==> config.mk <==
export PLATFORM = sky130hd
export DESIGN_NAME = i2c_scl_timeout
export DESIGN_NICKNAME = d
export VERILOG_FILES = /design/src/rtl/i2c_tmo_pkg.sv /design/src/rtl/tmo_counter.sv /design/src/rtl/tmo_latch.sv /design/src/rtl/i2c_scl_timeout.sv
export SDC_FILE = /design/constraint.sdc
export NUM_CORES = 1
export LEC_CHECK = 0
export ABC_AREA = 1
export BUFFER_PORTS_ARGS = -buffer_cell sky130_fd_sc_hd__buf_2
export CORE_ASPECT_RATIO = 1.4
export CORE_UTILIZATION = 40
export DETAILED_ROUTE_END_ITERATION = 10
export MAX_ROUTING_LAYER = met4
export RECOVER_POWER = 50
export SKIP_LAST_GASP = 1
export SLEW_MARGIN = 15
export SYNTH_ARGS = -nofsm -noshare
export SYNTH_HDL_FRONTEND = slang
export SYNTH_SLANG_ARGS = --single-unit
==> constraint.sdc <==
create_clock -name clk -period 4.79 [get_ports clk]
set_input_delay 0.958 -clock clk [delete_from_list [all_inputs] [get_ports clk]]
set_output_delay 0.958 -clock clk [all_outputs]
set_load 0.01 [all_outputs]
==> src/rtl/i2c_tmo_pkg.sv <==
package i2c_tmo_pkg;
  localparam int unsigned TMO_W_DEFAULT = 8;

  typedef struct packed {
    logic flag;
    logic hold;
  } tmo_stat_t;
endpackage

==> src/rtl/tmo_counter.sv <==
module tmo_counter #(
  parameter int unsigned TW = 8
) (
  input  logic          clk,
  input  logic          rst_n,
  input  logic          drive_low,
  input  logic          tick,
  input  logic [TW-1:0] limit,
  input  logic          hold,
  output logic          expire
);
  localparam logic [TW-1:0] CNT_MAX = {TW{1'b1}};

  logic [TW-1:0] cnt_q, cnt_d;
  logic          armed;
  logic          cnt_en;

  assign armed  = (limit != '0) && drive_low && !hold;
  assign expire = armed && (cnt_q >= limit);
  assign cnt_en = armed && tick && !expire && (cnt_q != CNT_MAX);

  always_comb begin
    cnt_d = cnt_q;
    if (!armed)      cnt_d = '0;
    else if (cnt_en) cnt_d = cnt_q + 1'b1;
  end

  always_ff @(posedge clk or negedge rst_n) begin
    if (!rst_n) cnt_q <= '0;
    else        cnt_q <= cnt_d;
  end

  // local release zeroes the count
  p_idle_clears_r2: assert property (@(posedge clk) disable iff (!rst_n)
    !drive_low |=> (cnt_q == '0));

  // no tick, no advance
  p_tick_gates_r3: assert property (@(posedge clk) disable iff (!rst_n)
    (!tick && drive_low && !hold && limit != '0) |=> $stable(cnt_q));

  // disabled keeps count at zero
  p_disabled_zero_r1: assert property (@(posedge clk) disable iff (!rst_n)
    (limit == '0) |=> (cnt_q == '0));

  // count parked while release is held
  p_hold_parks_r5: assert property (@(posedge clk) disable iff (!rst_n)
    hold |=> (cnt_q == '0));
endmodule

==> src/rtl/tmo_latch.sv <==
module tmo_latch
  import i2c_tmo_pkg::*;
(
  input  logic      clk,
  input  logic      rst_n,
  input  logic      expire,
  input  logic      flag_clr,
  input  logic      engine_rst,
  output tmo_stat_t stat
);
  tmo_stat_t st_q, st_d;

  always_comb begin
    st_d = st_q;
    if (expire) begin
      st_d.flag = 1'b1;
      st_d.hold = 1'b1;
    end else begin
      if (flag_clr)               st_d.flag = 1'b0;
      if (flag_clr || engine_rst) st_d.hold = 1'b0;
    end
  end

  always_ff @(posedge clk or negedge rst_n) begin
    if (!rst_n) st_q <= '0;
    else        st_q <= st_d;
  end

  assign stat = st_q;

  // flag is sticky without a clear
  p_flag_sticky_r6: assert property (@(posedge clk) disable iff (!rst_n)
    (st_q.flag && !flag_clr) |=> st_q.flag);

  // release held until clear or engine reset
  p_hold_kept_r5: assert property (@(posedge clk) disable iff (!rst_n)
    (st_q.hold && !flag_clr && !engine_rst) |=> st_q.hold);

  // expiry beats a clear in the same cycle
  p_expire_wins_r7: assert property (@(posedge clk) disable iff (!rst_n)
    expire |=> (st_q.flag && st_q.hold));
endmodule

==> src/rtl/i2c_scl_timeout.sv <==
module i2c_scl_timeout
  import i2c_tmo_pkg::*;
#(
  parameter int unsigned TW = TMO_W_DEFAULT
) (
  input  logic          clk,
  input  logic          rst_n,
  input  logic          scl_drive_low,
  input  logic          tick,
  input  logic [TW-1:0] limit,
  input  logic          flag_clr,
  input  logic          engine_rst,
  output logic          force_release,
  output logic          to_flag
);
  logic      expire;
  tmo_stat_t stat;

  tmo_counter #(.TW(TW)) u_cnt (
    .clk       (clk),
    .rst_n     (rst_n),
    .drive_low (scl_drive_low),
    .tick      (tick),
    .limit     (limit),
    .hold      (stat.hold),
    .expire    (expire)
  );

  tmo_latch u_lat (
    .clk        (clk),
    .rst_n      (rst_n),
    .expire     (expire),
    .flag_clr   (flag_clr),
    .engine_rst (engine_rst),
    .stat       (stat)
  );

  assign force_release = stat.hold;
  assign to_flag       = stat.flag;

  // a disabled watchdog never raises a fresh flag
  p_disabled_quiet_r1: assert property (@(posedge clk) disable iff (!rst_n)
    (limit == '0 && !to_flag) |=> !to_flag);

  // clear without expiry drops the flag
  p_clear_works_r6: assert property (@(posedge clk) disable iff (!rst_n)
    (flag_clr && !expire) |=> !to_flag);
endmodule

# Word level (Yosys, flattened, before mapping)
# Cells that the tools add are included.
# totals
reg_bits	10
output_inout_bits	2
elab_cells	24
inputBits	14
# classes
n_mux	5
reduce_logical	12
n_eq_ne	2
order_cmp	1
n_addsub	1
# op_table
operator	n
two-way mux 8 bit	2
adder 8 x 1 -> 8 bit, second input constant	1
greater-or-equal comparator 8 bit	1
inequality test 8 bit, second input constant	1
nonzero test 8 bit	1
logical AND 1 bit	6
nonzero test 2 bit	2
zero test 1 bit	2
two-way mux 1 bit	2
two-way mux 2 bit	1
inequality test 2 bit, second input constant	1
logical OR 1 bit	1

# Depth between registers and ports, before layout
# Gate-level depths: netlist (run 1).
# depth
ltp_word	9
depth_mapped	13

# Hierarchy
# A second synthesis (run 1) with hierarchy kept.
# hier_totals
cells_unflattened	120
hier_area_um2	868.3
# modules_own_cells
module	n_inst	area_each_um2	cells_per_inst	seq_area_each_um2
tmo_counter	1	785.8	111	200.2
tmo_latch	1	82.6	9	50.0

# Least setup slack after synthesis (run 1)
# Ideal clock, no wire load.
# synth_path
path_type	in2reg
from	input limit[7]
to	register u_lat.st_q (netlist bit u_lat.stat[1])
stages	8
t_arrival_ps	1984
slack_ps	2676
setup_time_ps	130
cell_sequence	inv_1 -> ha_1 -> a21o_1 -> nor2_1 -> nand3_1 -> nand2_1 -> buf_2 -> o21ai_0
# synth_via
elab_chain_cells	5
# synth_lines
element	line	source
start, declared	i2c_scl_timeout.sv:10	input logic [TW-1:0] limit,
parallel branches: the longest is 3 deep, another holds greater-or-equal comparator 8 bit	-	
logical AND 1 bit *	tmo_counter.sv:19	assign expire = armed && (cnt_q >= limit);
two-way mux 2 bit or nonzero test 2 bit (tied branches)	-	
end signal, assigned	tmo_latch.sv:26	else st_q <= st_d;
end, declared	tmo_latch.sv:11	tmo_stat_t st_q, st_d;
# Mark *: on every way between the ends.
# A chain may end at the register's enable or synchronous reset.

# Worst setup path in the final report (run 1)
# layout_path
from	input limit[3]
to	register u_cnt.cnt_q[3]
# layout_via
elab_chain_cells	8
# layout_lines
element	line	source
parallel branches: the longest is 8 deep, another holds greater-or-equal comparator 8 bit	-	
end signal, assigned	tmo_counter.sv:30	else cnt_q <= cnt_d;
end, declared	tmo_counter.sv:14	logic [TW-1:0] cnt_q, cnt_d;
# Parallel ways; which one is timed is not known.

==> results of run 1 <==
==> final cells by class <==
cell class,count,area [um2]
Sequential cell,10,250
Inverter,17,63.8
Timing Repair Buffer,15,72.6
Multi-Input combinational cell,88,494
Fill cell,193,918
Tap cell,20,25.0
Clock buffer,3,22.5
==> cells by family (layout without fill, tap and decap cells) <==
logic type / after synthesis / in the layout / synth area share, %
xor+xnor: 5 / 5 / 5.39
flops: 10 / 10 / 30.8
simple gates: 69 / 69 / 37.8
buf+inv: 18 / 35 / 8.46
fa+ha+maj: 9 / 9 / 13.8
compound gates: 5 / 5 / 3.69
==> critical path, cell delays in order <==
cell and delay, ns:
buf_2 0.09, inv_1 0.04, ha_1 0.29, nand2_1 0.07, inv_1 0.05, nand2_1 0.06
nand2_1 0.06, nand2_1 0.06, nand3_1 0.06, nand2_1 0.30, nand2_4 0.13, nand2_1 0.09
nand2_1 0.05
==> power breakdown <==
group / leakage, nW / switching (W) / internal, W
clock: 0.0138 / 0.0000248 / 0.0000288
combinational: 0.395 / 0.0000221 / 0.0000162
sequential: 0.137 / 0.00000465 / 0.0000882
total: 0.546 / 0.0000516 / 0.000133
==> layout by cell type, fill, tap and decap left out <==
master | Yosys | routed
a21o_1 | 1 | 1
a21oi_1 | 2 | 2
buf_2 | 1 | 13
clkbuf_1 | 0 | 2
clkbuf_4 | 0 | 3
dfrtp_1 | 10 | 10
ha_1 | 9 | 9
inv_1 | 17 | 17
nand2_1 | 32 | 32
nand2_2 | 1 | 1
nand2_4 | 2 | 2
nand3_1 | 15 | 15
nand4_1 | 2 | 2
nor2_1 | 14 | 14
nor2_2 | 3 | 3
o21ai_0 | 1 | 1
o31ai_1 | 1 | 1
xnor2_1 | 2 | 2
xor2_1 | 3 | 3
==> worst min-delay path by stage <==
stage	to	start
after global routing	u_lat.stat[1]	u_lat.stat[1]
final	u_lat.stat[1]	u_lat.stat[1]
after global placement	u_lat.stat[1]	u_lat.stat[1]
after floorplan	u_cnt.cnt_q[1]	u_cnt.cnt_q[1]
after detailed placement	u_lat.stat[1]	u_lat.stat[1]
after CTS	u_lat.stat[1]	u_lat.stat[1]
==> sequential cells by signal, indices dropped and copies added (netlist names) <==
name	cells
u_cnt.cnt_q	8
u_lat.stat	2
==> metrics by stage <==
stage	cells	cell area [um2]
finish	153	928
global route	153	928
global placement	150	908
CTS	153	931
floorplan	116	813
detailed placement	150	908
==> metal layers <==
layer / vias up / wire length (um) / track usage (%)
met4: 0 / 27 / 7.39
met3: 4 / 36 / 1.20
met1: 333 / 685 / 18.9
met2: 16 / 756 / 26.3
li1: 403 / - / -
met5: - / 0 / -
==> results.yml, run 1 <==
outcome:
  status: "complete, no violations"
sta:
  slew_violations: 0
  setup_tns_ns: 0
  max_freq_mhz: 460
  min_period_ns: 2.17
  finalWorstSetupSlack_ns: 2.62
  tightest_slew_ns: 0.523
  hold_viol_final: 0
  timing.slew.headroom_pct: 65.1
  finalSetupViolations: 0
  whs_ns: 0.519
  rsz0062_at_grt: "false"
  period_share_pct: 45.4
  skew_ns: 0.00486
critical_path:
  arrival_ns: 2.31
  required_ns: 4.93
  crit_start: "limit[3]"
  crit_end: "u_cnt.cnt_q[3]"
  r2r-start: "u_cnt.cnt_q[5]"
  critPathLaunchType: "input port"
  ff2ff_setup_slack_ns: 2.97
  path_class: "in -> reg"
  crit_fanout: 11
  r2r_end: "u_cnt.cnt_q[3]"
  cp-end-kind: "register"
  reg2reg_depth: 9
pwr:
  peakVddDrop_mv: 0.138
  power_w: 0.000185
  power_leakage_nw: 0.546
  power_density_nw_per_um2: 199
final_layout:
  final_core_util_pct: 50.3
  num_antenna_cells: 0
  drive_gt1_share_pct: 16.5
  syn2layout_area_growth_pct: 14.2
  nNetsFinal: 158
clock_tree:
  cts_tree: "built"
  clockBufferDepth: 2
  cts_resized: 0
  cts_setup_buffers: 0
  clk_latency_ns: 0.26
  cts_buffers: 3
  clock_sinks: 10
  cts_root_buffer: "clkbuf_4"
  cts_hold_buf: 0
  htreeDepth: 1
  clk_pin_slew_ns: 0.06
floorplanning:
  core_area_um2: 1850
  start_util_pct: 44.0
  io_pins: 16
  die_x_um: 40.1
  rows: 18
  die_area_um2: 2220
  die_h_um: 55.4
drt:
  drtAntennaViolNets: 0
  viasPerCell: 4.94
  dr.pass1.iters: 3
  drt-total-wl_um: 1510
  vias: 756
  drc: 0
  drtIter0Drc: 11
  routedWlPerCell_um: 9.84
synthesis:
  synthFlopType: "dfrtp_1"
  synth-edff-count: 0
  postSynth.asyncResetShare_pct: 100
  synth_common_cells: "nand2_1 (32), inv_1 (17), nand3_1 (15)"
  synth_nets: 139
  synth_top_area_share_pct: 30.8
  yosys-top-cells-area: "dfrtp_1 (31%), nand2_1 (15%), ha_1 (14%), nand3_1 (9.2%), inv_1 (7.8%)"
  netlist_instances: 116
  synth-seq-cells: 10
  avgSynthCellArea_um2: 7.01
  synth_most_common_cell: "nand2_1"
  yosysTopAreaCell: "dfrtp_1"
  synth_area_um2: 813
  yosysSeqAreaShare_pct: 30.8
  yosys_warnings: 0
  ys_types: 17
global_routing:
  grt_pass1_vias: 627
  grt_usage_pct: 16.1
  grt_max_degree: 12
  grt_overflow_total: 0
  grt_first_pass_wirelength_um: 2510
  antenna_found_initial: 0
placement:
  hpwl_um: 1270
  place_ws_ns: 2.35
  io_buffers: 15
  gp_congestion: 0.835
hold_path:
  hp-class: "reg -> reg"
  hold_depth: 2
flow_run:
  max-cap-violations: 0
Note: power is estimated with default switching activity, not from simulation.
==> inputs of run 2 (changes only) <==
==> constraint.sdc (replaced) <==
create_clock -name clk -period 1.8 [get_ports clk]
set_input_delay 0.36 -clock clk [delete_from_list [all_inputs] [get_ports clk]]
set_output_delay 0.36 -clock clk [all_outputs]
set_load 0.01 [all_outputs]
==> results.yml, run 2 (same netlist as run 1, synthesis figures left out) <==
flow_run:
  max-cap-violations: 0
outcome:
  status: "complete, no violations"
drt:
  viasPerCell: 4.96
  vias: 803
  drtIter0Drc: 10
  drc: 0
  drt-total-wl_um: 1810
  dr.pass1.iters: 4
  routedWlPerCell_um: 11.2
  drtAntennaViolNets: 0
hold_path:
  hp-class: "in -> reg"
  hold_depth: 2
final_layout:
  final_cells: 162
  largest_reg_flops: 8
  top_register: "u_cnt.cnt_q"
  final_core_util_pct: 54.2
  num_antenna_cells: 0
  final_common_cell: "nand2_1"
  mostFrequentLayoutCells: "nand2_1 (31), inv_1 (17), nand3_1 (15)"
  nNetsFinal: 167
  syn2layout_area_growth_pct: 23.1
  fillers: 196
  drive_gt1_share_pct: 21.8
global_routing:
  grt_max_degree: 12
  grt_overflow_total: 0
  grt_usage_pct: 19.2
  grt_first_pass_wirelength_um: 2890
  grt_pass1_vias: 736
  antenna_found_initial: 0
critical_path:
  path_class: "reg -> reg"
  critPathLaunchType: "register"
  reg2reg_depth: 8
  required_ns: 1.97
  arrival_ns: 1.79
  crit_fanout: 11
  cp-end-kind: "register"
floorplanning:
  die_area_um2: 2220
  die_h_um: 55.4
  die_x_um: 40.1
  io_pins: 16
  core_area_um2: 1850
  rows: 18
  start_util_pct: 44.0
clock_tree:
  clockBufferDepth: 2
  cts_tree: "built"
  cts_root_buffer: "clkbuf_4"
  clk_pin_slew_ns: 0.07
  htreeDepth: 1
  cts_setup_buffers: 0
  cts_buffers: 3
  clk_latency_ns: 0.28
  clock_sinks: 10
placement:
  gp_congestion: 0.892
  io_buffers: 15
  hpwl_um: 1450
  dp.cells: 158
sta:
  timing.slew.headroom_pct: 61.0
  slew_violations: 0
  finalSetupViolations: 0
  hold_viol_final: 0
  rsz0062_at_grt: "false"
  skew_ns: 0.00502
  min_period_ns: 1.62
  period_share_pct: 90.3
  tightest_slew_ns: 0.584
  max_freq_mhz: 615
pwr:
  peakVddDrop_mv: 0.381
  power_leakage_nw: 0.594
  power_w: 0.000531
  power_density_nw_per_um2: 531
## run 2: cell count changes in the layout (fill, tap and decap cells not counted)
cell           change
buf_4              +8
dlygate4sd3_1      +1
nand2_1            -1
nand2_2            +1
## run 2: final timing paths
kind / from / to / slack (ns)
min in group asynchronous: rst_n / u_cnt.cnt_q[5] / 0.59
worst min-delay path: engine_rst / u_lat.stat[0] / 0.26
worst max-delay path: u_cnt.cnt_q[7] / u_cnt.cnt_q[2] / 0.18
worst min register to register: u_lat.stat[1] / u_lat.stat[1] / 0.54
worst max register to register: u_cnt.cnt_q[7] / u_cnt.cnt_q[2] / 0.18
max in group asynchronous: rst_n / u_cnt.cnt_q[1] / 0.83
## run 2: where the power goes
group	internal (W)	switching, W	leakage [nW]
registers	0.000234	0.00000640	0.137
clock network	0.0000777	0.0000851	0.0138
logic	0.0000560	0.0000719	0.442
total	0.000368	0.000163	0.594
## run 2: repair_timing
item | CTS | global route
hold buffers | 1 | 0
hold endpoints to repair | 10 | 0
resized for setup | 0 | 1
setup endpoints to repair | 0 | 9
## run 2: metrics by stage
stage	hold slack (ns)	area [um2]	TNS, ns	worst slack (ns)
3_5_place_dp	0.244	968	-0.390	-0.0567
2_1_floorplan	0.0644	813	0	0.281
3_3_place_gp	0.236	968	-0.243	-0.0348
6_report	0.258	1000	0	0.175
5_1_grt	0.262	1000	0	0.00681
4_1_cts	0.256	1000	0	0.0457
## run 2: per-layer routing
| layer | GRT usage, % | part of all wire (%) |
|---|---|---|
| met4 | 10.3 | 2.9 |
| met1 | 21.4 | 44 |
| met3 | 1.20 | 3.1 |
| met2 | 31.6 | 50 |
| met5 | - | 0 |
## run 2: worst max-delay path, stage by stage (launching register included)
cell,delay [ns]
dfrtp_1,0.41
ha_1,0.30
a21o_1,0.18
nor2_1,0.10
nand3_1,0.09
nand2_2,0.20
nand2_4,0.11
nand2_1,0.08
nand2_1,0.05
## run 2: cell type report
| cell class | instances | area (um2) | area share (%) |
|---|---|---|---|
| multi-input combinational | 88 | 497 | 49.6 |
| sequential | 10 | 250 | 25.0 |
| timing repair buffer | 24 | 143 | 14.3 |
| clock buffer | 3 | 22.5 | 2.25 |
| inverter | 17 | 63.8 | 6.38 |
| tap | 20 | 25.0 | 2.50 |
==> inputs of run 3 (changes only) <==
--- a/config.mk
+++ b/config.mk
@@ -10,6 +10,7 @@
 export CORE_ASPECT_RATIO = 1.4
 export CORE_UTILIZATION = 40
 export DETAILED_ROUTE_END_ITERATION = 10
+export GPL_TIMING_DRIVEN = 0
 export MAX_ROUTING_LAYER = met4
 export RECOVER_POWER = 50
 export SKIP_LAST_GASP = 1
==> constraint.sdc (replaced) <==
create_clock -name clk -period 1.8 [get_ports clk]
set_input_delay 0.18 -clock clk [delete_from_list [all_inputs] [get_ports clk]]
set_output_delay 0.18 -clock clk [all_outputs]
set_load 0.02 [all_outputs]
==> results.yml, run 3 (same netlist as run 1, synthesis figures left out) <==
outcome:
  status: "complete, no violations"
final_layout:
  drive_gt1_share_pct: 19.1
  fillers: 199
  nNetsFinal: 160
  top_register: "u_cnt.cnt_q"
  mostFrequentLayoutCells: "nand2_1 (32), inv_1 (17), nand3_1 (15)"
  syn2layout_area_growth_pct: 18.9
  num_antenna_cells: 0
  largest_reg_flops: 8
  final_cells: 156
  final_common_cell: "nand2_1"
critical_path:
  slowest_stage: "dfrtp_1"
  cpPeakStageDelay_ns: 0.45
  arrival_ns: 1.83
  path_class: "reg -> reg"
  path_common_cell: "nand2_1"
  crit_fanout: 10
  path_cells: "ha_1 -> nand2_1 -> nor2_2 -> nand4_1 -> nand3_1 -> nand2_1 -> buf_6 -> nand3_1 -> nand2_1"
  cp-end-kind: "register"
  critPathLaunchType: "register"
  required_ns: 1.97
  worst-path-buf-inv: 1
  cpLargestDelayFamily: "simple AND/OR/NAND/NOR gates"
sta:
  period_share_pct: 91.8
  max_freq_mhz: 605
  whs_ns: 0.0761
  tightest_slew_ns: 0.612
  hold_viol_final: 0
  rsz0062_at_grt: "false"
  slew_violations: 0
  skew_ns: 0.00249
  min_period_ns: 1.65
  finalSetupViolations: 0
  setup_tns_ns: 0
  timing.slew.headroom_pct: 59.2
floorplanning:
  die_x_um: 40.1
  rows: 18
  core_area_um2: 1850
  io_pins: 16
  start_util_pct: 44.0
  die_h_um: 55.4
  die_area_um2: 2220
drt:
  dr.pass1.iters: 4
  drtIter0Drc: 9
  drc: 0
  viasPerCell: 5.08
  routedWlPerCell_um: 11.1
  vias: 793
  drtAntennaViolNets: 0
  drt-total-wl_um: 1730
pwr:
  combPwrFrac_pct: 18.4
  peakVddDrop_mv: 0.399
  swShare_pct: 28.8
  p_seq_share_pct: 43.8
  power_density_nw_per_um2: 584
  intPower_w: 0.000402
  p_switching_w: 0.000163
  power_leakage_nw: 0.561
  clkPwrFrac_pct: 37.8
hold_path:
  hp-class: "in -> reg"
clock_tree:
  cts_buffers: 3
  clockBufferDepth: 2
  htreeDepth: 1
  clk_pin_slew_ns: 0.07
  clk_latency_ns: 0.28
  clock_sinks: 10
  cts_setup_buffers: 0
  cts_tree: "built"
  cts_root_buffer: "clkbuf_4"
placement:
  io_buffers: 15
  hpwl_um: 1330
  dp.cells: 151
  gp_congestion: 0.809
flow_run:
  max-cap-violations: 0
global_routing:
  antenna_found_initial: 0
  grt_usage_pct: 19.9
  grt_first_pass_wirelength_um: 3000
  grt_pass1_vias: 771
  grt_overflow_total: 0
  grt_max_degree: 11
run 3: power by group through the flow:
stage	sequential (W)	combinational, W	clock (W)
6_report	0.000247	0.000104	0.000213
5_1_grt	0.000250	0.000121	0.000227
4_1_cts	0.000248	0.000106	0.000219
3_5_place_dp	0.000252	0.000103	0
3_3_place_gp	0.000252	0.0000993	0
2_1_floorplan	0.000249	0.0000678	0
run 3: what timing repair did:
| action | in CTS | in global routing |
|---|---|---|
| endpoints found under the hold margin | 10 | 0 |
| gates resized for setup | 0 | 5 |
| hold buffers | 1 | 0 |
| setup endpoints to repair | 0 | 10 |
run 3: final timing paths:
check / depth (start not counted) / slack [ns] / end / startpoint
max reg2reg: 9 / 0.15 / u_cnt.cnt_q[3] / u_cnt.cnt_q[6]
min in group asynchronous: 2 / 0.42 / u_cnt.cnt_q[3] / rst_n
min reg2reg: 2 / 0.53 / u_lat.stat[1] / u_lat.stat[1]
max in group asynchronous: 2 / 0.95 / u_cnt.cnt_q[5] / rst_n
max: 9 / 0.15 / u_cnt.cnt_q[3] / u_cnt.cnt_q[6]
min: 2 / 0.08 / u_lat.stat[0] / engine_rst
run 3: final cells by class:
type	instances	area [um2]	area share, %
timing repair buffer	16	82.6	8.54
tap	20	25.0	2.59
multi-input combinational	88	497	51.4
inverter	17	63.8	6.60
buffer	1	11.3	1.16
sequential	10	251	26.0
clock buffer	4	36.3	3.75
run 3: stage by stage:
| step | utilization (%) | cell area [um2] | setup WS [ns] | power, W |
|---|---|---|---|---|
| after floorplan | - | 813 | 0.281 | 0.000317 |
| after global placement | 49.5 | 913 | 0.106 | 0.000352 |
| after detailed placement | 49.5 | 913 | 0.0770 | 0.000355 |
| after CTS | 52.0 | 960 | 0.0597 | 0.000573 |
| after global routing | 52.4 | 967 | 0.00645 | 0.000598 |
| final | 52.4 | 967 | 0.147 | 0.000565 |
run 3: layer usage:
metal  vias up  track usage [%]  wire length [um]
met2        23             32.7               877
met4         0             13.3                41
met1       356             20.9               744
met5         -                -                 0
li1        410                -                 -
met3         4             1.20                62
run 3: worst register-to-register path: cells and delay by family, from the launching register on:
kind / cells / cell delay, ns
and+or+nand+nor: 7 / 0.63
DFF: 1 / 0.45
adders and majority gates: 1 / 0.30
buffers and inverters: 1 / 0.17
